<file path="src/rtl/ca_par_pkg.sv">
package ca_par_pkg;

  typedef enum logic [1:0] {
    XFER_NONE = 2'd0,
    XFER_CMD  = 2'd1,
    XFER_CW   = 2'd2
  } xfer_kind_t;

endpackage

</file>
<file path="src/rtl/ca_par_check.sv">
module ca_par_check #(
  parameter int CA_W   = 28,
  parameter int LANE_W = 8
) (
  input  logic [CA_W-1:0] ca,
  input  logic            par,
  output logic            err
);
  localparam int LANES = (CA_W + LANE_W - 1) / LANE_W;
  localparam int PAD_W = LANES * LANE_W;

  logic [PAD_W-1:0] ca_pad;
  logic [LANES-1:0] lane_par;

  assign ca_pad = {{(PAD_W-CA_W){1'b0}}, ca};

  for (genvar g = 0; g < LANES; g++) begin : g_lane
    assign lane_par[g] = ^ca_pad[g*LANE_W +: LANE_W];
  end

  // even parity over the word plus the parity bit
  assign err = (^lane_par) ^ par;

endmodule

</file>
<file path="src/rtl/ca_fwd_stage.sv">
module ca_fwd_stage
  import ca_par_pkg::*;
#(
  parameter int CA_W = 28
) (
  input  logic            clk,
  input  logic            rst_n,
  input  xfer_kind_t      kind,
  input  logic [CA_W-1:0] ca_in,
  output logic [CA_W-1:0] ca_out,
  output logic            cmd_vld,
  output logic            cw_vld
);
  always_ff @(posedge clk) begin
    if (!rst_n) begin
      ca_out  <= '0;
      cmd_vld <= 1'b0;
      cw_vld  <= 1'b0;
    end else begin
      cmd_vld <= (kind == XFER_CMD);
      cw_vld  <= (kind == XFER_CW);
      if (kind != XFER_NONE) ca_out <= ca_in;
    end
  end

  a_r6_one_strobe: assert property (@(posedge clk) disable iff (!rst_n)
    !(cmd_vld && cw_vld));

  a_r4_hold_on_drop: assert property (@(posedge clk) disable iff (!rst_n)
    (kind == XFER_NONE) |=> ($stable(ca_out) && !cmd_vld && !cw_vld));

endmodule

</file>
<file path="src/rtl/ca_alert_pulse.sv">
module ca_alert_pulse #(
  parameter int ALERT_LEN = 4
) (
  input  logic clk,
  input  logic rst_n,
  input  logic trig,
  output logic alert_n
);
  localparam int CNT_W = $clog2(ALERT_LEN + 1);

  logic [CNT_W-1:0] remain;

  always_ff @(posedge clk) begin
    if (!rst_n)                remain <= '0;
    else if (trig)             remain <= CNT_W'(ALERT_LEN);
    else if (remain != '0)     remain <= remain - 1'b1;
  end

  assign alert_n = (remain == '0);

  a_r8_starts: assert property (@(posedge clk) disable iff (!rst_n)
    trig |=> !alert_n);

  a_r8_quiet: assert property (@(posedge clk) disable iff (!rst_n)
    (!trig && alert_n) |=> alert_n);

endmodule

</file>
<file path="src/rtl/ca_parity_reg.sv">
module ca_parity_reg
  import ca_par_pkg::*;
#(
  parameter int CA_W      = 28,
  parameter int LANE_W    = 8,
  parameter int ALERT_LEN = 4
) (
  input  logic            clk,
  input  logic            rst_n,
  input  logic            sel_n,
  input  logic [CA_W-1:0] ca_in,
  input  logic            par_in,
  input  logic            cw_wr,
  input  logic            chk_en,
  output logic [CA_W-1:0] ca_out,
  output logic            cmd_vld,
  output logic            cw_vld,
  output logic            alert_n
);
  logic       par_err;
  logic       block;
  xfer_kind_t kind;

  ca_par_check #(.CA_W(CA_W), .LANE_W(LANE_W)) u_check (
    .ca  (ca_in),
    .par (par_in),
    .err (par_err)
  );

  // enable taken from the same cycle as the command
  assign block = !sel_n && chk_en && par_err;

  always_comb begin
    if (sel_n || block) kind = XFER_NONE;
    else if (cw_wr)     kind = XFER_CW;
    else                kind = XFER_CMD;
  end

  ca_fwd_stage #(.CA_W(CA_W)) u_fwd (
    .clk     (clk),
    .rst_n   (rst_n),
    .kind    (kind),
    .ca_in   (ca_in),
    .ca_out  (ca_out),
    .cmd_vld (cmd_vld),
    .cw_vld  (cw_vld)
  );

  ca_alert_pulse #(.ALERT_LEN(ALERT_LEN)) u_alert (
    .clk     (clk),
    .rst_n   (rst_n),
    .trig    (block),
    .alert_n (alert_n)
  );

  a_r3_cmd_passes: assert property (@(posedge clk) disable iff (!rst_n)
    (!sel_n && !cw_wr && !(chk_en && par_err)) |=> (cmd_vld && ca_out == $past(ca_in)));

  a_r7_deselect: assert property (@(posedge clk) disable iff (!rst_n)
    sel_n |=> (!cmd_vld && !cw_vld));

  a_r5_no_alert_off: assert property (@(posedge clk) disable iff (!rst_n)
    (!chk_en && alert_n) |=> alert_n);

endmodule

</file>
<file path="config.mk">
export PLATFORM = sky130hd
export DESIGN_NAME = ca_parity_reg
export DESIGN_NICKNAME = d
export VERILOG_FILES = /design/src/rtl/ca_par_pkg.sv /design/src/rtl/ca_par_check.sv /design/src/rtl/ca_fwd_stage.sv /design/src/rtl/ca_alert_pulse.sv /design/src/rtl/ca_parity_reg.sv
export SDC_FILE = /design/constraint.sdc
export NUM_CORES = 1
export LEC_CHECK = 0
export BUFFER_PORTS_ARGS = -buffer_cell sky130_fd_sc_hd__buf_2
export CELL_PAD_IN_SITES_DETAIL_PLACEMENT = 1
export CELL_PAD_IN_SITES_GLOBAL_PLACEMENT = 1
export CORE_MARGIN = 8
export CORE_UTILIZATION = 36
export DETAILED_ROUTE_END_ITERATION = 8
export PLACE_DENSITY = 0.87
export SLEW_MARGIN = 20
export SYNTH_ARGS = -nofsm -noshare
export SYNTH_HDL_FRONTEND = slang
export SYNTH_HIERARCHICAL = 1
export SYNTH_SLANG_ARGS = --single-unit
</file>
<file path="constraint.sdc">
create_clock -name clk -period 3.3 [get_ports clk]
set_input_delay 0.165 -clock clk [delete_from_list [all_inputs] [get_ports clk]]
set_output_delay 0.165 -clock clk [all_outputs]
set_load 0.01 [all_outputs]
</file>
Word-level counts from Yosys, hierarchy flattened
Index checks and enable logic that the tools add are counted.
{ "classes": {"n_bitwise": 2, "n_mux": 4, "reduce_logical": 14, "n_eq_ne": 2, "addsub": 1} }
{ "op_table": {"columns": ["operator", "n"], "rows": [
  ["$reduce_xor 8->1", 4],
  ["$mux 3", 2],
  ["$mux 2", 2],
  ["$reduce_bool 2->1", 2],
  ["$reduce_xor 4->1", 1],
  ["$logic_not 3->1", 1],
  ["$reduce_bool 3->1", 1],
  ["$sub 3x1->3 const B", 1],
  ["$eq 2x1->1 const B", 1],
  ["$eq 2x2->1 const B", 1],
  ["$logic_and 1x1->1", 2],
  ["$reduce_or 2->1", 1],
  ["$logic_not 1->1", 1],
  ["$logic_or 1x1->1", 1],
  ["$not 1->1", 1],
  ["$xor 1x1->1", 1]
]} }
{ "word_totals": {"wordCells": 28, "reg_bits": 33, "output_inout_bits": 31} }

Logic depth before layout (Yosys ltp)
{ "depth": {"ltp_word": 7, "mapped_depth": 10, "ltp_nobuf": 8} }

Hierarchy
Netlist, hierarchy kept.
{ "modules_own_cells": {"columns": ["mod", "area_each_um2", "seq_area_each_um2", "n_inst", "cells_per_inst"], "rows": [
  ["ca_fwd_stage", 1257.5, 600.6, 1, 133],
  ["ca_par_check", 267.8, 0.0, 1, 25],
  ["ca_alert_pulse", 166.4, 60.1, 1, 17],
  ["ca_parity_reg", 23.8, 0.0, 1, 4]
]} }

Least setup slack after synthesis
Ideal clock, no wire load.
{ "synth_path": {"path_kind": "input -> register", "start": "input port ca_in[12]", "end": "register u_fwd.ca_out[16]", "arrival_time_ns": 2.253, "stages": 9, "slack_ns": 0.925, "setup_time_ns": 0.121, "required_ns": 3.179, "path_cell_list": "xnor2_1 > xnor3_1 > xnor3_1 > xnor3_1 > a211oi_1 > or2_1 > buf_6 > buf_12 > o21ai_2"} }
{ "synth_via": {"elab_chain_len": 7} }
{ "synth_rtl": {"columns": ["item", "line_no", "source"], "rows": [
  ["start, declared", "ca_parity_reg.sv:11", "input logic [CA_W-1:0] ca_in,"],
  ["$reduce_xor 8->1", "ca_par_check.sv:18", "assign lane_par[g] = ^ca_pad[g*LANE_W +: LANE_W];"],
  ["$reduce_xor 4->1", "ca_par_check.sv:22", "assign err = (^lane_par) ^ par;"],
  ["$xor 1x1->1", "ca_par_check.sv:22", null],
  ["net par_err", "ca_parity_reg.sv:20", "logic par_err;"],
  ["$logic_and 1x1->1", "ca_parity_reg.sv:31", "assign block = !sel_n && chk_en && par_err;"],
  ["$logic_or 1x1->1", "ca_parity_reg.sv:34", "if (sel_n || block) kind = XFER_NONE;"],
  ["$mux 2", "ca_parity_reg.sv:34", null],
  ["net kind[0]", "ca_parity_reg.sv:22", "xfer_kind_t kind;"],
  ["$reduce_bool 2->1", "ca_fwd_stage.sv:22", "if (kind != XFER_NONE) ca_out <= ca_in;"],
  ["end signal, assigned", "ca_fwd_stage.sv:22", null],
  ["end, declared", "ca_fwd_stage.sv:10", "output logic [CA_W-1:0] ca_out,"]
]} }
The timed path passes the listed nets, and every way through them passes these cells.
A chain may end at the register's enable or synchronous reset.

Final worst setup path
{ "layout_path": {"start": "input port ca_in[12]", "end": "register u_fwd.ca_out[25]"} }
The elaborated chain is that of the path after synthesis.

==> metrics.txt <==
status=finished, final reports clean; input/output buffers=64; Max Fclk=0.390 GHz; Synth area leader=dfxtp_1; post-synthesis sequential element count=33; antenna violations before repair=0; CTS Sinks=33; total gr overflow=0; DRC violations left=0; chip width=85.0 um; CTS resizes=0; Design Power=1.44 mW; critical path depth=10; Core Util, Final=46.0%; Worst Setup SP=ca_in[12]; worst path cell trace=buf_2, xnor2_1, xnor3_1, xnor3_1, xnor3_1, nand2_1, and3b_1, or2_1, buf_4, o21ai_1; Post-DRT Antenna Nets=0; Inserted Clock Buffers=5; ANT cells=0; detailed-route via count=1491; Post-Syn Area=0.00172 mm^2; dpl cells=288; vias in the first global route=1599; Reg clk slew, reported paths=60 ps; DP Area=0.00206 mm^2; Bufs and invs on worst path=2; Comb power frac=42.7%; sequential-to-total area share from yosys stat=38.5%; clock skew=0.0302 ps; R2R cell count=5; Worst Slack Setup Final=735 ps; final cell count without fillers=295; reg-to-reg setup timing slack=1820 ps; Die Y=85.0 um; core box area=0.00466 mm^2; Top FF cell, synth=dfxtp_1; endpoints failing setup=0; Worst slew margin=34.7%; largest net degree at the start of global routing=61; DR iter-0 viols=43; Power Density=670 mW/mm^2; P_sw=0.521 mW; Synth top area share=38.5%; share of cells above drive strength 1=41.1%; Synthesized Nets=216; I/O pin count=65; Leak=0.950 nW; Detailed Route WL=4710 um; crit path max fanout=17; met1 usage=14.7%; RSZ-0062 raised after global routing=false; CTS tree=done; Post-Syn Instances=179; Crit. End Element=flip-flop; Cell variety after synth=23; Pre-antenna DRT Iters=4; Clock Path Buffers=2; Avg Vias per Cell=5.05; die footprint=0.00723 mm^2; CP Data Required Time=3470 ps; Synth Area per Inst=9.58 um^2; share of power burned in registers=36.3%; Int Pwr=0.915 mW; DP Wirelength=3510 um; Net Sw Frac=36.3%; minimum setup slack after placement=435 ps; worst r2r src=u_alert/remain[0]; H-tree depth=2; Setup CP Type=input pin to flip-flop; routability cong.=0.718; post-layout min period=2570 ps; HP Class=input pin to flip-flop; Clock power frac=21.1%; hold_buf cts=0; actual slew at the worst max-slew pin=979 ps; Final nets=278; Max Slew Vio Count=0; initial core utilization=36.8%; area of the multi-input gates=948 um^2; commonest cells in the netlist=33 x dfxtp_1, 30 x nand2_1, 28 x o211ai_1; # fillers=560; CP arrival=2730 ps; Routed WL per cell=15.9 um; Seq. cell area=661 um^2; EDFF count, synth=0; total of warnings raised by yosys=6; max incr delay on CP=440 ps; met3 usage=5.60%; crit-path most repeated cell=xnor3_1; peak supply drop=0.203 mV; Synth area leaders=dfxtp_1 39%, o211ai_1 12%, o21ai_2 10%, xnor2_1 9.2%, nand2_1 6.6%; GRT Max-Usage Layer=met2; Post-synth ARST share=0%; post-CTS setup buffers=0; crit share post-route=77.7%; setup TNS=0 ps; CP endpoint=u_fwd/ca_out[25]; Hold Vio Cnt, Final=0; r2r endpoint=u_alert/remain[2]; Layout area overhead=24.9%; row cnt=25; root buf cell=clkbuf_8; most common cell in the netlist=dfxtp_1; Hold WS=153 ps; max-cap violations=0; M2 GR Usage=23.7%; final non-filler cell area=0.00214 mm^2; CP Launch Type=input pin; wire length of the first global-routing pass=7930 um; Crit path max-delay family=XOR/XNOR gates; Tot GR Track Use=13.8%; Slowest cell on crit path=xnor3_1; Skew-Pair Late Insertion Delay=280 ps
power groups by stage:
| stage | logic, mW | clock network [mW] | registers (mW) |
|---|---|---|---|
| 3_3_place_gp | 0.600 | 0 | 0.529 |
| 5_1_grt | 0.680 | 0.333 | 0.531 |
| 2_1_floorplan | 0.414 | 0 | 0.562 |
| 6_report | 0.613 | 0.303 | 0.521 |
| 3_5_place_dp | 0.621 | 0 | 0.529 |
| 4_1_cts | 0.625 | 0.315 | 0.522 |
cell families after synthesis:
group	Yosys count	synth area share [%]
AO/OA/AOI/OAI	59	26.1
AND/OR/NAND/NOR	38	9.48
buffers and inverters	19	6.93
multiplexers	1	0.656
XOR/XNOR	26	16.1
flip-flops	33	38.5
adder cells (fa/ha/maj)	3	2.19
metal layers:
metal	vias up	part of all wire [%]
li1	743	-
met1	696	40
met2	48	50
met3	4	8.5
met4	0	1.4
met5	-	0
placed cells by master (no fill, tap or decap):
cell / synthesis / routed
a211oi_1: 2 / 1
a211oi_4: 0 / 1
and2b_2: 1 / 1
and3b_1: 2 / 2
buf_2: 6 / 64
buf_4: 0 / 6
clkbuf_1: 6 / 1
clkbuf_8: 0 / 6
dfxtp_1: 33 / 33
ha_1: 3 / 3
inv_1: 4 / 4
mux2_1: 1 / 1
nand2_1: 30 / 30
nand2b_1: 1 / 1
nor2_1: 3 / 3
o211ai_1: 28 / 28
o21a_1: 1 / 1
o21ai_1: 8 / 8
o21ai_2: 20 / 20
or2_1: 1 / 1
xnor2_1: 18 / 18
xnor2_2: 1 / 1
xnor3_1: 3 / 3
xor2_1: 4 / 4
how the worst min path moves through the flow:
stage / from / to / slack (ps) / depth (start not counted)
2_1_floorplan: rst_n / u_alert/remain[2] / 280 / 1
3_3_place_gp: u_fwd/ca_out[2] / u_fwd/ca_out[2] / 430 / 2
3_5_place_dp: u_fwd/ca_out[2] / u_fwd/ca_out[2] / 440 / 2
4_1_cts: ca_in[20] / u_fwd/ca_out[20] / 140 / 3
5_1_grt: ca_in[18] / u_fwd/ca_out[18] / 160 / 3
6_report: ca_in[2] / u_fwd/ca_out[2] / 150 / 3
registers in the layout, summed over array words and instances (netlist names):
signal          cells
u_fwd/cmd_vld       1
u_alert/remain      3
u_fwd/cw_vld        1
u_fwd/ca_out       28
worst register-to-register path, delay by kind of cell, from the launching register on:
family	cells	cell delay, ps
adders and majority gates	2	470
DFF	1	350
muxes	1	340
AOI/OAI and AO/OA	1	170
buffers and inverters	1	50
cell type report:
| cell class | count | area share, % |
|---|---|---|
| clock buffer | 7 | 4.03 |
| multi-input combinational | 127 | 44.2 |
| tap | 54 | 3.15 |
| inverter | 4 | 0.701 |
| timing repair buffer | 70 | 17.0 |
| sequential | 33 | 30.8 |
(Power assumes the default switching activity.)
